<file path="src/rtl/tsync_pkg.sv">
package tsync_pkg;
   localparam logic [1:0] MODE_BYTE_MATCH = 2'b11;

   function automatic logic is_match_mode(input logic [1:0] mode);
      return mode == MODE_BYTE_MATCH;
   endfunction
endpackage

</file>
<file path="src/rtl/tsync_sop_detect.sv">
module tsync_sop_detect #(
   parameter int HAS_EXT = 1
) (
   input  logic clk,
   input  logic rst_n,
   input  logic clr,
   input  logic byte_vld,
   input  logic ext_sop,
   input  logic pol,
   input  logic wide,
   output logic sop_now
);
   generate
      if (HAS_EXT != 0) begin : g_ext
         logic act, prev_clk, prev_byt, pend, edge_clk;

         assign act      = ext_sop ^ pol;
         assign edge_clk = act & ~prev_clk;

         always_ff @(posedge clk) begin
            if (!rst_n) begin
               prev_clk <= 1'b0;
               prev_byt <= 1'b0;
               pend     <= 1'b0;
            end else if (clr) begin
               prev_clk <= act;
               prev_byt <= act;
               pend     <= 1'b0;
            end else begin
               prev_clk <= act;
               if (byte_vld) prev_byt <= act;
               pend <= byte_vld ? 1'b0 : (pend | edge_clk);
            end
         end

         always_comb begin
            if (clr || !byte_vld) sop_now = 1'b0;
            else if (wide)        sop_now = act & ~prev_byt;
            else                  sop_now = pend | edge_clk;
         end

         // a narrow edge seen on an idle clock must be consumed by the next byte
         p_pend_consumed_r6: assert property (@(posedge clk) disable iff (!rst_n)
            (byte_vld && !clr && !wide && pend) |-> sop_now);
      end else begin : g_no_ext
         assign sop_now = 1'b0;
      end
   endgenerate
endmodule

</file>
<file path="src/rtl/tsync_framer.sv">
module tsync_framer #(
   parameter int DW = 8,
   parameter int LW = 12
) (
   input  logic          clk,
   input  logic          rst_n,
   input  logic          clr,
   input  logic          byte_vld,
   input  logic [DW-1:0] byte_dat,
   input  logic [DW-1:0] start_val,
   input  logic [LW-1:0] pkt_len,
   input  logic          match_mode,
   input  logic          ext_start,
   output logic          sop_o,
   output logic          eop_o,
   output logic          hit_o,
   output logic          miss_o
);
   localparam logic [LW-1:0] ONE = LW'(1);

   logic          framed;
   logic [LW-1:0] cnt, pos;
   logic          is_match, expect_start, start, in_pkt;

   assign is_match     = byte_dat == start_val;
   assign expect_start = framed && (cnt == '0);

   always_comb begin
      if (match_mode) begin
         start  = byte_vld && !clr && is_match && (!framed || expect_start);
         miss_o = byte_vld && !clr && expect_start && !is_match;
         hit_o  = start;
      end else begin
         start  = ext_start && !clr;
         miss_o = 1'b0;
         hit_o  = byte_vld && !clr && is_match;
      end
      pos    = start ? '0 : cnt;
      in_pkt = byte_vld && !clr && (start || (framed && cnt != '0));
      sop_o  = start;
      eop_o  = in_pkt && (pos == pkt_len - ONE);
   end

   always_ff @(posedge clk) begin
      if (!rst_n || clr) begin
         framed <= 1'b0;
         cnt    <= '0;
      end else if (byte_vld) begin
         if (in_pkt) begin
            framed <= 1'b1;
            cnt    <= eop_o ? '0 : pos + ONE;
         end else begin
            framed <= 1'b0;
            cnt    <= '0;
         end
      end
   end

   // the byte index never runs past the programmed length
   p_cnt_in_len_r7: assert property (@(posedge clk) disable iff (!rst_n)
      (framed && !clr) |-> (cnt < pkt_len));
   // a configuration change drops any framing
   p_clr_unframes_r10: assert property (@(posedge clk) disable iff (!rst_n)
      clr |=> !framed);
endmodule

</file>
<file path="src/rtl/tsync_lock.sv">
module tsync_lock #(
   parameter int CW = 4
) (
   input  logic          clk,
   input  logic          rst_n,
   input  logic          clr,
   input  logic          hit,
   input  logic          miss,
   input  logic [CW-1:0] need,
   output logic          in_sync
);
   logic [CW-1:0] hits;

   always_ff @(posedge clk) begin
      if (!rst_n || clr || miss) hits <= '0;
      else if (hit && hits < need) hits <= hits + CW'(1);
   end

   assign in_sync = (need == '0) || (hits >= need);

   // the match count saturates at the programmed value
   p_hits_sat_r3: assert property (@(posedge clk) disable iff (!rst_n)
      !clr |-> (hits <= need));
   // a missed start empties the match count
   p_miss_clears_r9: assert property (@(posedge clk) disable iff (!rst_n)
      (miss && !clr) |=> (hits == '0));
endmodule

</file>
<file path="src/rtl/tsync_top.sv">
module tsync_top #(
   parameter int DW          = 8,
   parameter int LW          = 12,
   parameter int CW          = 4,
   parameter int HAS_EXT_SOP = 1
) (
   input  logic                  clk,
   input  logic                  rst_n,
   input  logic                  byte_vld,
   input  logic [DW-1:0]         byte_dat,
   input  logic                  ext_sop,
   input  logic [DW+LW+CW-1:0]   cfg_word,
   input  logic                  cfg_pol,
   input  logic [1:0]            cfg_mode,
   input  logic                  cfg_wide,
   output logic                  out_vld,
   output logic [DW-1:0]         out_dat,
   output logic                  out_sop,
   output logic                  out_eop,
   output logic                  in_sync
);
   import tsync_pkg::*;

   localparam int CFGW   = DW + LW + CW;
   localparam int LEN_LO = CW;
   localparam int SB_LO  = CW + LW;
   localparam int SHW    = CFGW + 4;

   generate
      if (DW < 1 || LW < 1 || CW < 1) begin : g_bad_width
         $error("tsync_top: field widths must be at least 1");
      end
      if (HAS_EXT_SOP != 0 && HAS_EXT_SOP != 1) begin : g_bad_opt
         $error("tsync_top: HAS_EXT_SOP must be 0 or 1");
      end
   endgenerate

   logic [DW-1:0]  start_val;
   logic [LW-1:0]  pkt_len;
   logic [CW-1:0]  need;
   logic [SHW-1:0] shadow, cfg_now;
   logic           chg, match_mode, ext_start;
   logic           sop_w, eop_w, hit_w, miss_w;

   assign start_val  = cfg_word[SB_LO +: DW];
   assign pkt_len    = cfg_word[LEN_LO +: LW];
   assign need       = cfg_word[0 +: CW];
   assign match_mode = is_match_mode(cfg_mode);
   assign cfg_now    = {cfg_word, cfg_pol, cfg_mode, cfg_wide};
   assign chg        = cfg_now != shadow;

   always_ff @(posedge clk) begin
      if (!rst_n) shadow <= '0;
      else        shadow <= cfg_now;
   end

   tsync_sop_detect #(.HAS_EXT(HAS_EXT_SOP)) u_sop (
      .clk(clk), .rst_n(rst_n), .clr(chg), .byte_vld(byte_vld),
      .ext_sop(ext_sop), .pol(cfg_pol), .wide(cfg_wide), .sop_now(ext_start)
   );

   tsync_framer #(.DW(DW), .LW(LW)) u_frm (
      .clk(clk), .rst_n(rst_n), .clr(chg), .byte_vld(byte_vld),
      .byte_dat(byte_dat), .start_val(start_val), .pkt_len(pkt_len),
      .match_mode(match_mode), .ext_start(ext_start),
      .sop_o(sop_w), .eop_o(eop_w), .hit_o(hit_w), .miss_o(miss_w)
   );

   tsync_lock #(.CW(CW)) u_lck (
      .clk(clk), .rst_n(rst_n), .clr(chg), .hit(hit_w), .miss(miss_w),
      .need(need), .in_sync(in_sync)
   );

   always_ff @(posedge clk) begin
      if (!rst_n) begin
         out_vld <= 1'b0;
         out_dat <= '0;
         out_sop <= 1'b0;
         out_eop <= 1'b0;
      end else begin
         out_vld <= byte_vld;
         if (byte_vld) out_dat <= byte_dat;
         out_sop <= sop_w;
         out_eop <= eop_w;
      end
   end

   // markers only travel with a valid byte
   p_markers_valid_r11: assert property (@(posedge clk) disable iff (!rst_n)
      (out_sop || out_eop) |-> out_vld);
   // in byte-match mode every start carries the start value
   p_match_start_val_r8: assert property (@(posedge clk) disable iff (!rst_n)
      (out_sop && $past(match_mode)) |-> (out_dat == $past(start_val)));
   // the byte seen with a configuration change carries no marker
   p_chg_no_marker_r10: assert property (@(posedge clk) disable iff (!rst_n)
      $past(chg) |-> (!out_sop && !out_eop));
endmodule

</file>
<file path="config.mk">
export PLATFORM = sky130hd
export DESIGN_NAME = tsync_top
export DESIGN_NICKNAME = d
export VERILOG_FILES = /design/src/rtl/tsync_pkg.sv /design/src/rtl/tsync_sop_detect.sv /design/src/rtl/tsync_framer.sv /design/src/rtl/tsync_lock.sv /design/src/rtl/tsync_top.sv
export SDC_FILE = /design/constraint.sdc
export NUM_CORES = 1
export LEC_CHECK = 0
export BUFFER_PORTS_ARGS = -buffer_cell sky130_fd_sc_hd__buf_2
export CAP_MARGIN = 15
export CORE_MARGIN = 5
export CORE_UTILIZATION = 45
export DETAILED_ROUTE_END_ITERATION = 8
export MAX_ROUTING_LAYER = met4
export PLACE_DENSITY = 0.63
export RECOVER_POWER = 25
export SLEW_MARGIN = 30
export SYNTH_ARGS = -nofsm -noshare
export SYNTH_HDL_FRONTEND = slang
export SYNTH_SLANG_ARGS = --single-unit
</file>
<file path="constraint.sdc">
create_clock -name clk -period 5.7 [get_ports clk]
set_input_delay 1.14 -clock clk [delete_from_list [all_inputs] [get_ports clk]]
set_output_delay 1.14 -clock clk [all_outputs]
set_load 0.02 [all_outputs]
</file>
==> flow_summary.yaml, run 1 <==
drt:
  wl_per_cell_um: 15.1
  vias: 2839
  drtIter0Drc: 114
  via_per_inst: 5.36
  wirelength_um: 8000
  first_pass_iters: 5
  postRouteAntennaNets: 0
  drc: 0
finish:
  mostFrequentLayoutCells: "59 x dfxtp_1, 50 x buf_2, 47 x xor2_1"
  syn_to_final_growth_pct: 14.4
  antenna_cells: 0
  final_nets: 474
  multi_input_area_um2: 1980
  drive_gt1_share_pct: 17.9
  layout_commonest_cell: "dfxtp_1"
  seq_area_um2: 1180
  nFillCells: 714
timing:
  slew_violations: 0
  fin_worst_skew_ns: 0.0130
  finalSetupViolCount: 0
  slew_headroom_pct: 34.6
  period_minus_slack_ns: 3.86
  whs_ns: 0.479
  timing.setup.tns_ns: 0
  worstMarginPinSlew_ns: 0.981
  fmax_ghz: 0.259
  fin_crit_sh_pct: 67.7
  hold_violations: 0
  rsz0062_at_grt: "no"
yosys:
  synthAdderAreaFrac_pct: 2.62
  synthMuxAreaShare_pct: 3.00
  synth_top_area_cell: "dfxtp_1"
  synth_area_um2: 3340
  synth_compound_area_share_pct: 11.8
  synth_cells: 386
  synth_cell_types: 60
  synth_edf_count: 0
  synth-async-reset-ratio_pct: 0
  syn_area_per_cell_um2: 8.65
  synth-warning-count: 0
  synth-seq-area-share_pct: 35.4
  synth_ff_type: "dfxtp_1"
  synth_top_family_by_area: "simple AND/OR/NAND/NOR gates"
  synth-simple-area-share_pct: 28.1
  synth-seq-cells: 59
  synthTopCellsByArea: "dfxtp_1 35%, xor2_1 12%, and2_1 4.9%"
  synth_xor_xnor_area_share_pct: 13.9
  syn_nets: 433
  synth_top_area_share_pct: 35.4
worst_setup_path:
  crit_fanout: 8
  crit_buf_inv: 2
  crit_type: "in2reg"
  cp.arrival_ns: 4.09
  crit_slowest_cell: "a2111o_1"
  timing.critical_path.slowest_cell_delay_ns: 0.42
  critPathRequiredTime_ns: 5.93
  crit_path_start_kind: "primary input"
  end_kind: "flip-flop"
  path_delay_family: "compound AO/OA/AOI/OAI gates"
  path_cells: "buf_2 > inv_1 > ha_1 > or2b_1 > o311ai_2 > o221ai_1 > a2111o_1 > a2111oi_2 > o22ai_2 > o211ai_4 > nor2_2 > a211o_1"
floorplan:
  dieWidth_um: 96.1
  die_area_um2: 9240
  die_h_um: 96.1
  initial_core_util_pct: 46.0
  io_pins: 52
  core_um2: 7250
  rows: 31
cts:
  clock_latency_ns: 0.34
  clock-sinks: 59
  post_cts_buffers: 0
  cts_resized: 0
  clk_path_buf_depth: 2
  holdBufCountCts: 0
  cts_max_level: 3
  cts_tree: "built"
  cts_inserted_buffers: 9
  root_buffer: "clkbuf_8"
  clk_pin_slew_ns: 0.07
global_routing:
  grt_pass1_wl_um: 13500
  antenna_found_initial: 0
  grt_overflow: 0
  grt_max_degree: 28
  grt_pass1_vias: 2740
  track_usage_pct: 19.7
status:
  run_status: "finished, final reports clean"
pwr:
  power.leakage_nw: 1.55
  irDropWorstVdd_mv: 0.166
  pwr_density_cell_nw_per_um2: 256
run:
  maxCapViolCount: 0
hold_path:
  hp-class: "reg2reg"
placed_design:
  gp_congestion: 0.898
  portBuffers: 51
  place.detailed.hpwl_um: 6110
## registers in the layout, indices dropped and copies added (netlist names)
| register | count |
|---|---|
| out_dat | 8 |
| u_sop.g_ext.pend | 1 |
| u_sop.g_ext.prev_byt | 1 |
| shadow | 28 |
| out_sop | 1 |
| out_eop | 1 |
| out_vld | 1 |
| u_lck.hits | 4 |
| u_sop.g_ext.prev_clk | 1 |
| u_frm.cnt | 12 |
| u_frm.framed | 1 |
## final timing paths
path | slack (ns) | end | startpoint | cells past startpoint
hold reg to reg | 0.48 | u_frm.framed | u_frm.framed | 2
hold / removal | 0.48 | u_frm.framed | u_frm.framed | 2
setup reg to reg | 2.53 | u_frm.cnt[8] | shadow[18] | 11
setup / recovery | 1.84 | u_frm.cnt[4] | cfg_word[4] | 12
## layout make-up
type	instances	share of cell area, %
multi-input combinational	292	51.9
clock inverter	4	1.93
timing repair buffer	51	6.65
tap	99	3.24
clock buffer	11	3.96
inverter	14	1.38
sequential	59	30.9
## stage by stage
| stage | util (%) | setup slack [ns] | instance area [µm²] | instances | power [mW] |
|---|---|---|---|---|---|
| floorplan | - | 1.90 | 3340 | 386 | 0.517 |
| global placement | 49.6 | 1.48 | 3600 | 515 | 0.555 |
| detailed placement | 49.6 | 1.50 | 3600 | 515 | 0.557 |
| CTS | 52.7 | 1.85 | 3820 | 530 | 0.991 |
| global route | 52.7 | 1.66 | 3820 | 530 | 1.02 |
| finish | 52.7 | 1.84 | 3820 | 530 | 0.978 |
## routing by layer
layer / global-route usage [%] / vias up / part of all wire [%] / routed length (µm)
li1: - / 1429 / - / -
met1: 25.0 / 1318 / 47 / 3720
met2: 30.3 / 80 / 47 / 3740
met3: 5.71 / 12 / 5.2 / 413
met4: 5.69 / 0 / 1.5 / 117
met5: - / - / 0 / 0
## tightest hold or removal path: cells and delay by family (launching register included)
| family | cells | cell delay (ns) |
|---|---|---|
| DFF | 1 | 0.31 |
| and+or+nand+nor | 1 | 0.06 |
| AOI/OAI and AO/OA | 1 | 0.06 |
## cells in the mapped netlist (2+ instances only)
master	n
o2111ai_1	2
ha_1	7
nor3b_1	2
nor3_1	8
a41o_1	2
xnor2_1	6
nand2_1	21
inv_1	13
o21ai_0	13
or3_1	2
nand2b_1	5
clkbuf_1	13
dfxtp_1	59
nor2b_1	8
or4_1	4
nand4_1	9
a21oi_1	12
o31a_1	2
mux2i_1	10
o31ai_1	2
o221ai_1	3
and3_1	3
o22ai_1	2
and2_1	26
xor2_1	47
nand3_1	9
buf_4	3
nor2_1	38
nor4_1	20
buf_6	4
or2b_1	2
## power by group
group	internal [mW]	leakage, nW	switching (mW)
registers	0.428	0.485	0.00619
logic	0.0459	0.946	0.0677
clock network	0.267	0.115	0.163
## kinds of logic after synthesis
| kind of cell | Yosys count |
|---|---|
| simple gates | 169 |
| buf+inv | 35 |
| flops | 59 |
| compound gates | 53 |
| fa+ha+maj | 7 |
| xor+xnor | 53 |
| mux | 10 |
Power figures use the tool's default switching activity.
==> inputs of run 2 (changes only) <==
--- a/config.mk
+++ b/config.mk
@@ -5,13 +5,14 @@
 export SDC_FILE = /design/constraint.sdc
 export NUM_CORES = 1
 export LEC_CHECK = 0
+export ABC_AREA = 1
 export BUFFER_PORTS_ARGS = -buffer_cell sky130_fd_sc_hd__buf_2
 export CAP_MARGIN = 15
 export CORE_MARGIN = 5
 export CORE_UTILIZATION = 45
 export DETAILED_ROUTE_END_ITERATION = 8
 export MAX_ROUTING_LAYER = met4
-export PLACE_DENSITY = 0.63
+export PLACE_DENSITY = 0.65
 export RECOVER_POWER = 25
 export SLEW_MARGIN = 30
 export SYNTH_ARGS = -nofsm -noshare
==> constraint.sdc (replaced) <==
create_clock -name clk -period 3.5 [get_ports clk]
set_input_delay 0.7 -clock clk [delete_from_list [all_inputs] [get_ports clk]]
set_output_delay 0.7 -clock clk [all_outputs]
set_load 0.02 [all_outputs]
==> run 2 against run 1 <==
  * Clock skew increased by 0.0033 ns
  * Register-to-register slack got worse by 1.7 ns
  * First-iteration DRC count increased by 32%
  * Synthesized cell count increased by 49%
  * Final cell count increased by 39%
  * Die area increased by 8.0%
  * Cell area increased by 8.0%
  * Clock power increased by 27%
  * Critical path type unchanged
  * Non-clock buffer count increased by 4
  * The flow now finishes with violations (max-capacitance violations, max-slew violations)
==> flow_summary.yaml, run 2 <==
timing:
  fin_worst_skew_ns: 0.0163
  slew_headroom_pct: -21.6
  finalSetupViolCount: 0
  period_minus_slack_ns: 2.82
  timing.setup.tns_ns: 0
  fin_crit_sh_pct: 80.6
  hold_violations: 0
  fmax_ghz: 0.355
  worstMarginPinSlew_ns: 1.82
  rsz0062_at_grt: "no"
  slew_violations: 41
cts:
  cts_inserted_buffers: 9
  clock_latency_ns: 0.35
  post_cts_buffers: 0
  cts_tree: "built"
  cts_resized: 0
  clk_path_buf_depth: 2
  holdBufCountCts: 0
  root_buffer: "clkbuf_8"
  cts_max_level: 3
  clock-sinks: 59
  clk_pin_slew_ns: 0.08
yosys:
  synth_top_family_by_area: "simple AND/OR/NAND/NOR gates"
  synth_edf_count: 0
  synth_top_area_cell: "dfxtp_1"
  synthAdderAreaFrac_pct: 2.41
  syn_area_per_cell_um2: 6.31
  synth-simple-area-share_pct: 39.0
  synth_compound_area_share_pct: 5.68
  synth-async-reset-ratio_pct: 0
  synth_ff_type: "dfxtp_1"
  synthMuxAreaShare_pct: 0
  synth_most_common_cell: "nand2_1"
  synth-seq-area-share_pct: 32.5
  synth_xor_xnor_area_share_pct: 6.50
  synth_area_um2: 3640
  synth-warning-count: 0
  synth-seq-cells: 59
  synth_common_cells: "202 x nand2_1, 98 x inv_1, 59 x dfxtp_1, 49 x nor2_1, 41 x nand3_1"
  synthTopCellsByArea: "dfxtp_1 32%, nand2_1 21%, inv_1 10%"
  synth_top_area_share_pct: 32.5
  synth_cells: 576
  syn_nets: 623
  synth_cell_types: 30
finish:
  layout_commonest_cell: "nand2_1"
  final_nets: 676
  largest_reg_flops: 28
  syn_to_final_growth_pct: 13.5
  drive_gt1_share_pct: 17.0
  antenna_cells: 0
  mostFrequentLayoutCells: "202 x nand2_1, 98 x inv_1, 59 x dfxtp_1"
  top_register: "shadow"
  reg_top3: "shadow: 28 flops, u_frm.cnt: 12 flops, out_dat: 8 flops"
  seq_area_um2: 1180
  design_area_um2: 4130
  multi_input_area_um2: 1950
  nFillCells: 836
worst_setup_path:
  worst_r2r_endpoint: "u_frm.cnt[4]"
  cp.arrival_ns: 3.11
  path_cells: "buf_2 > inv_2 > nand2_1 > nand2_1 > nor2_1 > nand2_1 > nor2_1 > nand2_1 > nor2_4 > nand4_4 > nand2_1 > inv_1 > ha_1 > nand4_1 > xor2_1 > nand3_2 > a21oi_2"
  timing.critical_path.slowest_cell_delay_ns: 0.32
  r2r_setup_slack_ns: 0.83
  crit_top_cell: "nand2_1"
  worst-path-stages: 17
  crit_fanout: 27
  crit_type: "in2reg"
  crit-reg2reg-launch: "shadow[12]"
  crit_slowest_cell: "nand4_4"
  r2r.worst_path.cells: 16
  crit_path_start_kind: "primary input"
  end_kind: "flip-flop"
  crit_buf_inv: 3
  path_delay_family: "simple AND/OR/NAND/NOR gates"
  critPathRequiredTime_ns: 3.79
hold_path:
  min-delay-start: "out_dat[4]"
  hp-class: "reg2reg"
  worstHoldPathCells: 2
  min_to: "out_dat[4]"
global_routing:
  grt_max_degree: 41
  grt_pass1_vias: 3264
  grt_overflow: 0
  antenna_found_initial: 0
  grt_pass1_wl_um: 14000
  track_usage_pct: 17.8
drt:
  postRouteAntennaNets: 0
  first_pass_iters: 4
  wl_per_cell_um: 11.0
  drc: 0
  drtIter0Drc: 150
  wirelength_um: 8100
  vias: 3409
  via_per_inst: 4.63
pwr:
  pwr_density_cell_nw_per_um2: 350
  irDropWorstVdd_mv: 0.263
  power.leakage_nw: 2.25
floorplan:
  die_area_um2: 9980
  initial_core_util_pct: 46.6
  die_h_um: 99.9
  io_pins: 52
  rows: 32
  dieWidth_um: 99.9
  core_um2: 7810
placed_design:
  dpl_cell_area_um2: 3960
  place.detailed.hpwl_um: 6230
  gp_congestion: 0.918
  portBuffers: 51
status:
  violations: "max-capacitance violations, max-slew violations"
  run_status: "finished with violations"
run:
  maxCapViolCount: 1
## run 2: changes by cell type in the layout (fill, tap and decap cells not counted), moves of 18 or more
cell	before	now
and2_1	22	0
xor2_1	47	11
nand3_1	9	41
inv_1	13	98
nor4_1	20	2
nand2_1	21	202
## run 2: final cells by class
cell class,instances,area share (%)
clock buffer,9,3.00
clock inverter,7,1.09
inverter,111,10.1
multi-input combinational,393,47.3
sequential,59,28.6
tap,102,3.09
timing repair buffer,55,6.82
## run 2: worst min-delay path, delay by kind of cell (launching register included)
family,cells,cell delay (ns)
flip-flops,1,0.31
AND/OR/NAND/NOR,2,0.12
## run 2: through the flow
step / utilization (%) / hold slack, ns / power [mW] / worst slack (ns) / std cells
after global placement: 50.7 / 0.459 / 0.908 / 0.392 / 720
final: 52.9 / 0.474 / 1.44 / 0.680 / 736
after floorplan: - / 0.442 / 0.840 / 0.934 / 576
after CTS: 52.9 / 0.478 / 1.46 / 0.663 / 736
after detailed placement: 50.7 / 0.460 / 0.912 / 0.294 / 720
after global routing: 52.9 / 0.495 / 1.52 / 0.410 / 736
## run 2: routing by layer
layer  vias to the layer above  part of all wire (%)  global-route usage, %
li1                       1847                     -                      -
met1                      1475                    47                   21.3
met2                        74                    47                   28.7
met3                        13                   4.5                   3.75
met4                         0                   1.7                   7.77
met5                         -                     0                      -
## run 2: worst max-delay path by stage
stage / from / end
after floorplan: cfg_word[16] / u_frm.cnt[4]
after global placement: cfg_word[11] / u_frm.cnt[4]
after detailed placement: cfg_word[6] / u_frm.cnt[4]
after CTS: cfg_word[6] / u_frm.cnt[4]
after global routing: cfg_word[11] / u_frm.cnt[4]
final: cfg_word[6] / u_frm.cnt[4]
## run 2: cell families after synthesis
family | after synthesis
xor gates and xnor gates | 27
DFF | 59
adders and majority gates | 7
AOI/OAI and AO/OA | 33
buffers and inverters | 124
and+or+nand+nor | 326
## run 2: power by group
| group | total [mW] | internal (mW) | switching [mW] |
|---|---|---|---|
| Combinational | 0.187 | 0.0727 | 0.115 |
| Sequential | 0.707 | 0.696 | 0.0111 |
| Clock | 0.548 | 0.252 | 0.296 |
